--- src/rtl/xsd_pkg.sv ---
`timescale 1ns/1ps
package xsd_pkg;
  typedef enum logic [2:0] {
    ST_IDLE, ST_REQ, ST_OWN, ST_RD, ST_WR
  } seq_state_e;

  // register write indices
  localparam logic [2:0] IX_START_A = 3'd0;
  localparam logic [2:0] IX_START_B = 3'd1;
  localparam logic [2:0] IX_LENGTH  = 3'd2;
  localparam logic [2:0] IX_CTRL    = 3'd3;
  localparam logic [2:0] IX_CMP     = 3'd4;
  localparam logic [2:0] IX_CMD     = 3'd5;

  // control word bit positions
  localparam int CB_WRITE = 0;
  localparam int CB_CMP   = 1;
  localparam int CB_DIR   = 2;
  localparam int CB_AMODE = 3;
  localparam int CB_BMODE = 5;
  localparam int CB_HOLD  = 7;
  localparam int CB_SOM   = 9;
  localparam int CB_AUTO  = 10;
  localparam int CB_LVL   = 11;
  localparam int CB_FORCE = 12;
  localparam int CTRL_W   = 13;

  // bus holding policies
  localparam logic [1:0] HOLD_BYTE  = 2'b00;
  localparam logic [1:0] HOLD_BURST = 2'b01;
endpackage

--- src/rtl/xsd_addr_gen.sv ---
`timescale 1ns/1ps
module xsd_addr_gen #(
  parameter int AW = 16
) (
  input  logic          clk,
  input  logic          rst_n,
  input  logic          load,
  input  logic          step,
  input  logic [AW-1:0] start_addr,
  input  logic [1:0]    mode,
  output logic [AW-1:0] addr
);
  function automatic logic [AW-1:0] advance(input logic [AW-1:0] a, input logic [1:0] m);
    if (m[1])      return a;
    else if (m[0]) return a - 1'b1;
    else           return a + 1'b1;
  endfunction

  always_ff @(posedge clk or negedge rst_n) begin
    if (!rst_n)    addr <= '0;
    else if (load) addr <= start_addr;
    else if (step) addr <= advance(addr, mode);
  end

  p_fixed_hold_r2: assert property (@(posedge clk) disable iff (!rst_n)
    (step && !load && mode[1]) |=> $stable(addr));
  p_inc_step_r2: assert property (@(posedge clk) disable iff (!rst_n)
    (step && !load && mode == 2'b00) |=> (addr == $past(addr) + 1'b1));
endmodule

--- src/rtl/xsd_match.sv ---
`timescale 1ns/1ps
module xsd_match #(
  parameter int DW = 8
) (
  input  logic [DW-1:0] data,
  input  logic [DW-1:0] pattern,
  input  logic [DW-1:0] ignore,
  output logic          hit
);
  function automatic logic masked_equal(input logic [DW-1:0] d, input logic [DW-1:0] p,
                                        input logic [DW-1:0] m);
    return ((d ^ p) & ~m) == '0;
  endfunction

  assign hit = masked_equal(data, pattern, ignore);
endmodule

--- src/rtl/xsd_seq.sv ---
`timescale 1ns/1ps
module xsd_seq import xsd_pkg::*; (
  input  logic       clk,
  input  logic       rst_n,
  input  logic       run,
  input  logic       abort,
  input  logic       ready_ok,
  input  logic       grant,
  input  logic [1:0] hold,
  input  logic       do_write,
  input  logic       finish_stop,
  output logic       bus_req,
  output logic       rd_stb,
  output logic       wr_stb,
  output logic       step_done
);
  seq_state_e st, nxt;
  logic is_cont;
  logic own_stall;

  assign is_cont   = hold[1];
  assign own_stall = (st == ST_OWN) && run && !abort && !ready_ok;
  assign step_done = !abort && (((st == ST_RD) && !do_write) || (st == ST_WR));

  always_comb begin
    nxt = st;
    unique case (st)
      ST_IDLE: if (run && ready_ok && !abort) nxt = ST_REQ;
      ST_REQ:  if (abort || !run) nxt = ST_IDLE;
               else if (grant)    nxt = ST_OWN;
      ST_OWN:  if (abort || !run) nxt = ST_IDLE;
               else if (ready_ok) nxt = ST_RD;
               else if (!is_cont) nxt = ST_IDLE;
      ST_RD:   if (abort)         nxt = ST_IDLE;
               else if (do_write) nxt = ST_WR;
               else               nxt = (finish_stop || hold == HOLD_BYTE) ? ST_IDLE : ST_OWN;
      ST_WR:   if (abort)         nxt = ST_IDLE;
               else               nxt = (finish_stop || hold == HOLD_BYTE) ? ST_IDLE : ST_OWN;
      default: nxt = ST_IDLE;
    endcase
  end

  always_ff @(posedge clk or negedge rst_n) begin
    if (!rst_n) st <= ST_IDLE;
    else        st <= nxt;
  end

  assign bus_req = (st != ST_IDLE);
  assign rd_stb  = (st == ST_RD);
  assign wr_stb  = (st == ST_WR);

  p_strobe_granted_r14: assert property (@(posedge clk) disable iff (!rst_n)
    (rd_stb || wr_stb) |-> (grant && !(rd_stb && wr_stb)));
  p_byte_release_r4: assert property (@(posedge clk) disable iff (!rst_n)
    (step_done && hold == HOLD_BYTE) |=> !bus_req);
  p_burst_release_r5: assert property (@(posedge clk) disable iff (!rst_n)
    (own_stall && !is_cont) |=> !bus_req);
  p_cont_hold_r6: assert property (@(posedge clk) disable iff (!rst_n)
    (own_stall && is_cont) |=> (bus_req && !rd_stb));
  p_no_dest_write_r11: assert property (@(posedge clk) disable iff (!rst_n)
    (rd_stb && !do_write) |=> !wr_stb);
endmodule

--- src/rtl/xfer_seek_dma.sv ---
`timescale 1ns/1ps
module xfer_seek_dma import xsd_pkg::*; #(
  parameter int AW = 16,
  parameter int DW = 8,
  parameter int CW = 16
) (
  input  logic          clk,
  input  logic          rst_n,
  input  logic          cfg_we,
  input  logic [2:0]    cfg_addr,
  input  logic [15:0]   cfg_wdata,
  input  logic [1:0]    rd_addr,
  output logic [15:0]   rd_data,
  output logic          bus_req,
  input  logic          bus_grant,
  input  logic          rdy,
  output logic [AW-1:0] mem_addr,
  output logic          port_sel,
  output logic          rd_stb,
  output logic          wr_stb,
  input  logic [DW-1:0] din,
  output logic [DW-1:0] dout
);
  localparam int RW = 16;

  logic [1:0][AW-1:0] start_addr, cur_addr;
  logic [1:0][1:0]    port_mode;
  logic [CW-1:0]      blk_len, count;
  logic [CTRL_W-1:0]  ctl;
  logic [DW-1:0]      pattern, ignore, data_q, cmp_data;
  logic               run, flag_eob, flag_match;

  // decoded control fields
  logic do_write, do_cmp, dir, som, auto_rs, lvl, force_rdy;
  logic [1:0] hold;
  assign do_write     = ctl[CB_WRITE];
  assign do_cmp       = ctl[CB_CMP];
  assign dir          = ctl[CB_DIR];
  assign port_mode[0] = ctl[CB_AMODE +: 2];
  assign port_mode[1] = ctl[CB_BMODE +: 2];
  assign hold         = ctl[CB_HOLD +: 2];
  assign som          = ctl[CB_SOM];
  assign auto_rs      = ctl[CB_AUTO];
  assign lvl          = ctl[CB_LVL];
  assign force_rdy    = ctl[CB_FORCE];

  // named events for checking
  logic start_cmd, reset_cmd, ready_ok, raw_hit, hit, last, stop_m;
  logic step_done, finish_stop, halt_evt, restart_evt;

  assign reset_cmd   = cfg_we && cfg_addr == IX_CMD && cfg_wdata[1];
  assign start_cmd   = cfg_we && cfg_addr == IX_CMD && cfg_wdata[0] && !cfg_wdata[1];
  assign ready_ok    = force_rdy || (rdy == lvl);
  assign cmp_data    = rd_stb ? din : data_q;
  assign hit         = do_cmp && raw_hit;
  assign last        = (count == blk_len);
  assign stop_m      = som && hit;
  assign finish_stop = stop_m || (last && !auto_rs);
  assign halt_evt    = step_done && finish_stop;
  assign restart_evt = step_done && last && auto_rs && !stop_m;

  always_ff @(posedge clk or negedge rst_n) begin
    if (!rst_n) begin
      start_addr <= '0;
      blk_len    <= '0;
      ctl        <= '0;
      pattern    <= '0;
      ignore     <= '0;
    end else if (cfg_we) begin
      unique case (cfg_addr)
        IX_START_A: start_addr[0] <= cfg_wdata[AW-1:0];
        IX_START_B: start_addr[1] <= cfg_wdata[AW-1:0];
        IX_LENGTH:  blk_len       <= cfg_wdata[CW-1:0];
        IX_CTRL:    ctl           <= cfg_wdata[CTRL_W-1:0];
        IX_CMP:     begin pattern <= cfg_wdata[DW-1:0]; ignore <= cfg_wdata[2*DW-1:DW]; end
        default:    ;
      endcase
    end
  end

  always_ff @(posedge clk or negedge rst_n) begin
    if (!rst_n) begin
      run <= 1'b0; flag_eob <= 1'b0; flag_match <= 1'b0;
      count <= '0; data_q <= '0;
    end else begin
      if (reset_cmd)      run <= 1'b0;
      else if (start_cmd) run <= 1'b1;
      else if (halt_evt)  run <= 1'b0;

      if (reset_cmd) begin
        flag_eob <= 1'b0; flag_match <= 1'b0;
      end else begin
        if (step_done && last) flag_eob   <= 1'b1;
        if (step_done && hit)  flag_match <= 1'b1;
      end

      if (start_cmd)      count <= '0;
      else if (step_done) count <= restart_evt ? '0 : count + 1'b1;

      if (rd_stb) data_q <= din;
    end
  end

  xsd_match #(.DW(DW)) u_match (
    .data(cmp_data), .pattern(pattern), .ignore(ignore), .hit(raw_hit)
  );

  xsd_seq u_seq (
    .clk(clk), .rst_n(rst_n), .run(run), .abort(reset_cmd), .ready_ok(ready_ok),
    .grant(bus_grant), .hold(hold), .do_write(do_write), .finish_stop(finish_stop),
    .bus_req(bus_req), .rd_stb(rd_stb), .wr_stb(wr_stb), .step_done(step_done)
  );

  for (genvar p = 0; p < 2; p++) begin : g_port
    xsd_addr_gen #(.AW(AW)) u_ag (
      .clk(clk), .rst_n(rst_n), .load(start_cmd || restart_evt), .step(step_done),
      .start_addr(start_addr[p]), .mode(port_mode[p]), .addr(cur_addr[p])
    );
  end

  assign port_sel = wr_stb ? ~dir : dir;
  assign mem_addr = cur_addr[port_sel];
  assign dout     = data_q;

  always_comb begin
    unique case (rd_addr)
      2'd0:    rd_data = RW'({run, flag_match, flag_eob});
      2'd1:    rd_data = RW'(count);
      2'd2:    rd_data = RW'(cur_addr[0]);
      default: rd_data = RW'(cur_addr[1]);
    endcase
  end

  p_match_halt_r8: assert property (@(posedge clk) disable iff (!rst_n)
    (step_done && stop_m && !start_cmd) |=> (!run && flag_match));
  p_block_count_r3: assert property (@(posedge clk) disable iff (!rst_n)
    (step_done && last && !auto_rs && !start_cmd) |=> (count == $past(blk_len) + 1'b1));
  p_restart_busy_r9: assert property (@(posedge clk) disable iff (!rst_n)
    (restart_evt && !reset_cmd) |=> (run && count == '0 && flag_eob));
  p_reset_cmd_r12: assert property (@(posedge clk) disable iff (!rst_n)
    reset_cmd |=> (!run && !flag_eob && !flag_match && !bus_req));
endmodule

--- config.mk ---
export PLATFORM = sky130hd
export DESIGN_NAME = xfer_seek_dma
export DESIGN_NICKNAME = d
export VERILOG_FILES = /design/src/rtl/xsd_pkg.sv /design/src/rtl/xsd_addr_gen.sv /design/src/rtl/xsd_match.sv /design/src/rtl/xsd_seq.sv /design/src/rtl/xfer_seek_dma.sv
export SDC_FILE = /design/constraint.sdc
export NUM_CORES = 1
export LEC_CHECK = 0
export BUFFER_PORTS_ARGS = -buffer_cell sky130_fd_sc_hd__buf_4
export CAP_MARGIN = 10
export CORE_MARGIN = 8
export CORE_UTILIZATION = 31
export DETAILED_ROUTE_END_ITERATION = 8
export GPL_ROUTABILITY_DRIVEN = 0
export PLACE_DENSITY_LB_ADDON = 0.25
export RECOVER_POWER = 25
export SLEW_MARGIN = 15
export SYNTH_ARGS = -nofsm -noshare
export SYNTH_HDL_FRONTEND = slang
export SYNTH_SLANG_ARGS = --single-unit
export TNS_END_PERCENT = 20
--- constraint.sdc ---
create_clock -name clk -period 3.2 [get_ports clk]
set_clock_uncertainty 0.05 [all_clocks]
set_input_delay 0.16 -clock clk [delete_from_list [all_inputs] [get_ports clk]]
set_output_delay 0.16 -clock clk [all_outputs]
set_load 0.02 [all_outputs]
# --- After elaboration in Yosys (flattened, before gate mapping) ---
# Index checks and enable logic that the tools add are counted.
totals:
  in_bits: 34
  register_bits: 139
  output_inout_bits: 44
classes:
  n_lt_le_gt_ge: 1
  n_mux: 34
  n_bitwise: 4
  addsub: 5
  n_reduce_logical: 47
  eq_ne: 18
ops:
  columns: ["operator", "count"]
  rows:
  - ["$mux W16", 13]
  - ["$add A16 B1 Y16 const B", 3]
  - ["$pmux W16 S3", 1]
  - ["$sub A16 B1 Y16 const B", 2]
  - ["$mux W3", 9]
  - ["$eq A16 B16 Y1", 1]
  - ["$logic_and A1 B1 Y1", 16]
  - ["$pmux W3 S5", 1]
  - ["$reduce_and A2 Y1", 7]
  - ["$eq A3 B2 Y1 const B", 4]
  - ["$eq A3 B3 Y1 const B", 3]
  - ["$and A8 B8 Y8", 1]
  - ["$logic_not A8 Y1", 1]
  - ["$mux W1", 8]
  - ["$mux W8", 1]
  - ["$not A8 Y8", 1]
  - ["$reduce_bool A2 Y1", 4]
  - ["$xor A8 B8 Y8", 1]
  - ["$eq A3 B1 Y1 const B", 2]
  - ["$logic_not A1 Y1", 6]
  - ["$logic_not A3 Y1", 2]
  - ["$logic_or A1 B1 Y1", 6]
  - ["$ne A2 B1 Y1 const B", 3]
  - ["$reduce_bool A3 Y1", 2]
  - ["other kinds (10)", 11]

# --- Logic depth before layout (Yosys ltp) ---
logic_depth:
  ltp_word: 13
  ltp_mapped: 13
  ltp_nobuf: 10

# --- By module ---
# A second synthesis with hierarchy kept.
unflattened:
  hier_cells: 730
  hier_area_um2: 8104.0
modules_own_cells:
  columns: ["module", "area_per_inst_um2", "cells_per_inst", "instances"]
  rows:
  - ["xfer_seek_dma", 4974.8, 367, 1]
  - ["xsd_addr_gen", 1401.3, 164, 2]
  - ["xsd_seq", 219.0, 22, 1]
  - ["xsd_match", 107.6, 13, 1]

# --- Worst setup path before layout ---
# No wires, ideal clock.
synth_timing:
  kind: "reg2reg"
  from: "register ctl[3]"
  to: "register g_port[0].u_ag.addr[15]"
  required_ns: 3.068
  path_slack_ns: 0.462
  setup_ns: 0.082
  synth_period_minus_slack_ns: 2.738
  path_stages_with_launch: 10
  n_path_buf: 0
  t_arrival_ns: 2.606
  cell_sequence: "dfrtp_1 > ha_1 > a211oi_2 > o21a_1 > nor3_1 > or3_4 > a311oi_2 > nor3_1 > or4_1 > a31oi_1"
synth_via:
  elab_chain_cells: 4
synth_rtl:
  columns: ["element", "line", "rtl"]
  rows:
  - ["start: declaration", "xfer_seek_dma.sv:29", "logic [CTRL_W-1:0] ctl;"]
  - ["start signal: assignment", "xfer_seek_dma.sv:74", "IX_CTRL: ctl <= cfg_wdata[CTRL_W-1:0];"]
  - ["$mux W16", "xsd_addr_gen.sv:15", "else if (m[0]) return a - 1'b1;"]
  - ["$mux W16", "xsd_addr_gen.sv:14", "if (m[1]) return a;"]
  - ["$mux W16", "xsd_addr_gen.sv:22", "else if (step) addr <= advance(addr, mode);"]
  - ["$mux W16", "xsd_addr_gen.sv:21", "else if (load) addr <= start_addr;"]
  - ["end signal: assignment", "xsd_addr_gen.sv:21", null]
  - ["end signal: assignment", "xsd_addr_gen.sv:22", null]
  - ["end: declaration", "xsd_addr_gen.sv:11", "output logic [AW-1:0] addr"]
# Every way passes these cells. The select of a mux whose other input is x is not followed.
# A chain may end at the register's enable or synchronous reset.

# --- Worst setup path in the final report ---
layout_timing:
  from: "register u_seq.st[0]"
  to: "register count[1]"
layout_via:
  elab_chain_cells: 12
  elab_cells_between_ends: 19
  cone_classes: "eq/ne (2); mux (4); bitwise (2); reduce/logical (11)"
layout_rtl:
  columns: ["element", "line", "rtl"]
  rows:
  - ["start: declaration", "xsd_seq.sv:17", "seq_state_e st, nxt;"]
  - ["start signal: assignment", "xsd_seq.sv:45", "else st <= nxt;"]
  - ["$eq A3 B2 Y1", "xsd_seq.sv:23, xsd_seq.sv:49", null]
  - ["$mux W8", null, null]
  - ["$xor A8 B8 Y8", "xsd_match.sv:12", "return ((d ^ p) & ~m) == '0;"]
  - ["$and A8 B8 Y8", "xsd_match.sv:12", null]
  - ["$logic_not A8 Y1", "xsd_match.sv:12", null]
  - ["$logic_and A1 B1 Y1", "xfer_seek_dma.sv:55", "assign hit = do_cmp && raw_hit;"]
  - ["$logic_and A1 B1 Y1", "xfer_seek_dma.sv:57", "assign stop_m = som && hit;"]
  - ["$logic_not A1 Y1", "xfer_seek_dma.sv:60", "assign restart_evt = step_done && last && auto_rs && !stop_m;"]
  - ["$logic_and A1 B1 Y1", "xfer_seek_dma.sv:60", null]
  - ["$mux W16 (2 in series)", "xfer_seek_dma.sv:98", "else if (step_done) count <= restart_evt ? '0 : count + 1'b1;"]
  - ["$mux W16", "xfer_seek_dma.sv:97", "if (start_cmd) count <= '0;"]
  - ["end signal: assignment", "xfer_seek_dma.sv:98", null]
  - ["end: declaration", "xfer_seek_dma.sv:28", "logic [CW-1:0] blk_len, count;"]
# Parallel ways exist; a longest one is shown, timed or not. The select of a mux whose other input is x is not followed.

==> impl_results.md <==
* Maxcap violations at 1
* Nets at 950
* Sequential area share after synthesis at 0.4249
* First-pass GRT wire length at 38100 um
* Critical path cell sequence: nand3b_4, inv_2, nand2_1, nor4_1, a21oi_1, nor4b_4, o21ai_4, buf_12, buf_4, nor2_1, a22o_1
* Filler cell count at 2640
* Required @ worst endpoint at 3.51 ns
* Die width at 178.5 um
* Hold Path Stages at 4
* CTS tree: built
* Clock-pin slew on the worst setup and hold paths at 0.07 ns
* Max Fanout on Critical Path at 61
* Adder-cell share of the synthesized area at 0.04922
* Post-route minimum period at 2.903 ns
* Levels on crit path at 11
* Hold Path Class: in2reg
* Core Region at 25980 um2
* Commonest cells after routing, fill and taps aside: dfrtp_1, mux2_2, buf_4
* Slowest CP cell: dfrtp_1
* Initial antenna violation count at 2
* Antenna Cells at 0
* Post-DP Area at 9265 um2
* Remaining Overflow, GRT at 0
* Gr usage total at 0.1581
* Post-DR wirelength/cell at 20.05 um
* Cts bufs inserted at 17
* Synth Instances at 787
* Post-synth EDFFs at 0
* Slew Limit Fails at 76
* CP top delay family: simple AND/OR/NAND/NOR gates
* Total number of vias at 6392
* Period utilisation layout at 0.9073
* Failing checks: max-capacitance violations, max-slew violations
* Final hold vios at 0
* Max VDD drop at 0.4056 mV
* Static leakage power at 4.429 nW
* Mean Syn Cell Area at 10.40 um2
* Post-CTS setup buffers at 0
* RSZ-0062 raised after global routing: false
* Setup TNS Final at 0 ns
* Post-route insts no fill at 1233
* Hold_sp: bus_grant
* Commonest non-fill, non-tap cell in the layout: dfrtp_1
* Synth unique cells at 71
* Post-Route WL at 24720 um
* Bufs and invs on worst path at 3
* Die Area at 31860 um2
* Multiplexer share of the synthesized area at 0.1669
* Status: finished with violations
* Port bufs at 77
* WS Path Type: reg2reg
* Simple-gate portion of the synthesized area at 0.1419
* DRT Pass-1 Iters at 4
* Vias in the first global route at 6325
* Util after Layout at 0.3822
* Ys async rst share at 1.000
* Clock buffer depth at 2
* Worst slew pin tran at 2.064 ns
* Area Overhead vs Synth at 21.34%
* Slew HR at -0.3762
* R2R Path Start: u_seq.st[0]
* Skew-Pair Late Insertion Delay at 0.42 ns
* Clock Sinks at 139
* Remaining DRCs at 0
* Initial core utilization at 0.3150
* Worst Hold End: u_seq.st[0]
* Io pins at 78
* Crit path largest cell delay at 0.54 ns
* Final setup viols at 0
* Syn. warnings at 0
* Via-to-Cell Ratio at 5.184
* Design area at 9932 um2
* H-tree depth at 4
* Row Count at 59
* Largest family of logic cells by synthesized area: multiplexers
* Root buffer cell: clkbuf_16
* Xor and xnor area share after synthesis at 0.06420
* Pin count of the biggest net entering global routing at 77
* Critical Path AT at 3.21 ns
* Layout cells sized above 1 at 0.2650
* Mapped Area at 8185 um2
* Post-synth top flop: dfrtp_1
* Flop2flop setup slack at 0.30 ns
* Synthesized Nets at 852
* FF+latch count, synth at 139
* ANT nets after route at 0
* Die height at 178.5 um
* Dpl hpwl at 17970 um
* Fmax at 0.3444 GHz
* Total placed cells including tap cells at 1186
* Startpoint Class: register
* Initial DRC count at 375
* Setup Slack @ Placement at 0.3119 ns
* Crit end category: register
* R2R depth at 11
* Post-CTS resize count at 0
* Post-synthesis compound-gate area fraction at 0.1252
* Final worst slack at 0.2967 ns
* Pwr dens at 861.5 nW/um2
* FF-to-FF End: count[1]
sequential cells by signal, indices dropped and copies added (netlist names):
register,cells
flag_match,1
ignore,8
count,16
run,1
pattern,8
dout,8
ctl,13
flag_eob,1
u_seq.st,3
start_addr,32
g_port.u_ag.addr,32
blk_len,16
cell type report:
class,count,area [um2],area share
flip-flops and latches,139,3478,0.3502
clock inverters,12,140.1,0.01411
multi-input cells,594,4519,0.4550
inverters,23,86.33,0.008692
well taps,335,419.2,0.04220
repair buffers,110,852.1,0.08579
clock buffers,20,436.7,0.04397
what timing repair did:
action,in CTS,in global routing
hold endpoints to repair,102,0
setup endpoints to repair,0,1
hold buffers,15,0
synth_stat cells, types with 6 or more instances:
cell type / n / area (um2)
a211oi_1: 6 / 45.04
a21o_1: 7 / 52.55
a21oi_1: 31 / 155.2
a22o_1: 15 / 131.4
a31oi_1: 6 / 37.54
and2_1: 6 / 37.54
and3_1: 7 / 43.79
buf_2: 7 / 35.03
clkbuf_1: 20 / 75.07
dfrtp_1: 139 / 3478
ha_1: 29 / 362.9
inv_1: 22 / 82.58
mux2_2: 102 / 1149
mux2i_1: 12 / 120.1
nand2_1: 72 / 270.3
nand3_1: 12 / 60.06
nor2_1: 60 / 225.2
nor2b_1: 6 / 37.54
nor3_1: 16 / 80.08
nor3b_1: 9 / 67.56
nor4_1: 7 / 43.79
o21ai_0: 46 / 230.2
xnor2_1: 26 / 227.7
xor2_1: 34 / 297.8
routing by layer:
layer	track usage	routed length, um
met1	0.2189	11810
met4	0.05236	612
met3	0.03577	1179
met2	0.2393	11120
met5	0	0
through the flow:
step / hold slack [ns] / total power, mW
6_report: 0.02571 / 8.557
2_1_floorplan: -0.1856 / 5.294
3_5_place_dp: 0.2110 / 6.606
3_3_place_gp: 0.2110 / 6.587
4_1_cts: 0.01479 / 8.622
5_1_grt: 0.01438 / 9.151
where the power goes:
part / total [mW] / internal (mW) / switching [mW] / leakage (nW)
Combinational: 3.75 / 1.80 / 1.95 / 2.43
Sequential: 2.83 / 2.24 / 0.585 / 1.72
Clock: 1.98 / 1.16 / 0.819 / 0.272
worst reg2reg max path, cell delays in order (launching register included):
cell and delay [ns]:
dfrtp_1 0.54, nand3b_4 0.26, inv_2 0.26, nand2_1 0.08, nor4_1 0.27, a21oi_1 0.17, nor4b_4 0.43, o21ai_4 0.09
buf_12 0.21, buf_4 0.24, nor2_1 0.11, a22o_1 0.13
logic make-up after synthesis:
kind of cell               after synthesis
xor gates and xnor gates                60
DFF                                    139
adders and majority gates               31
AOI/OAI and AO/OA                      155
and+or+nand+nor                        229
buffers and inverters                   54
muxes                                  119
how the worst max path moves through the flow:
stage,to,startpoint,slack (ns)
floorplan,g_port[0].u_ag.addr[15],ctl[3],0.46
global placement,count[1],u_seq.st[0],0.39
detailed placement,count[0],u_seq.st[0],0.31
CTS,count[1],u_seq.st[0],0.28
global route,count[0],u_seq.st[0],0.03
finish,count[1],u_seq.st[0],0.30
(Power assumes the default switching activity.)
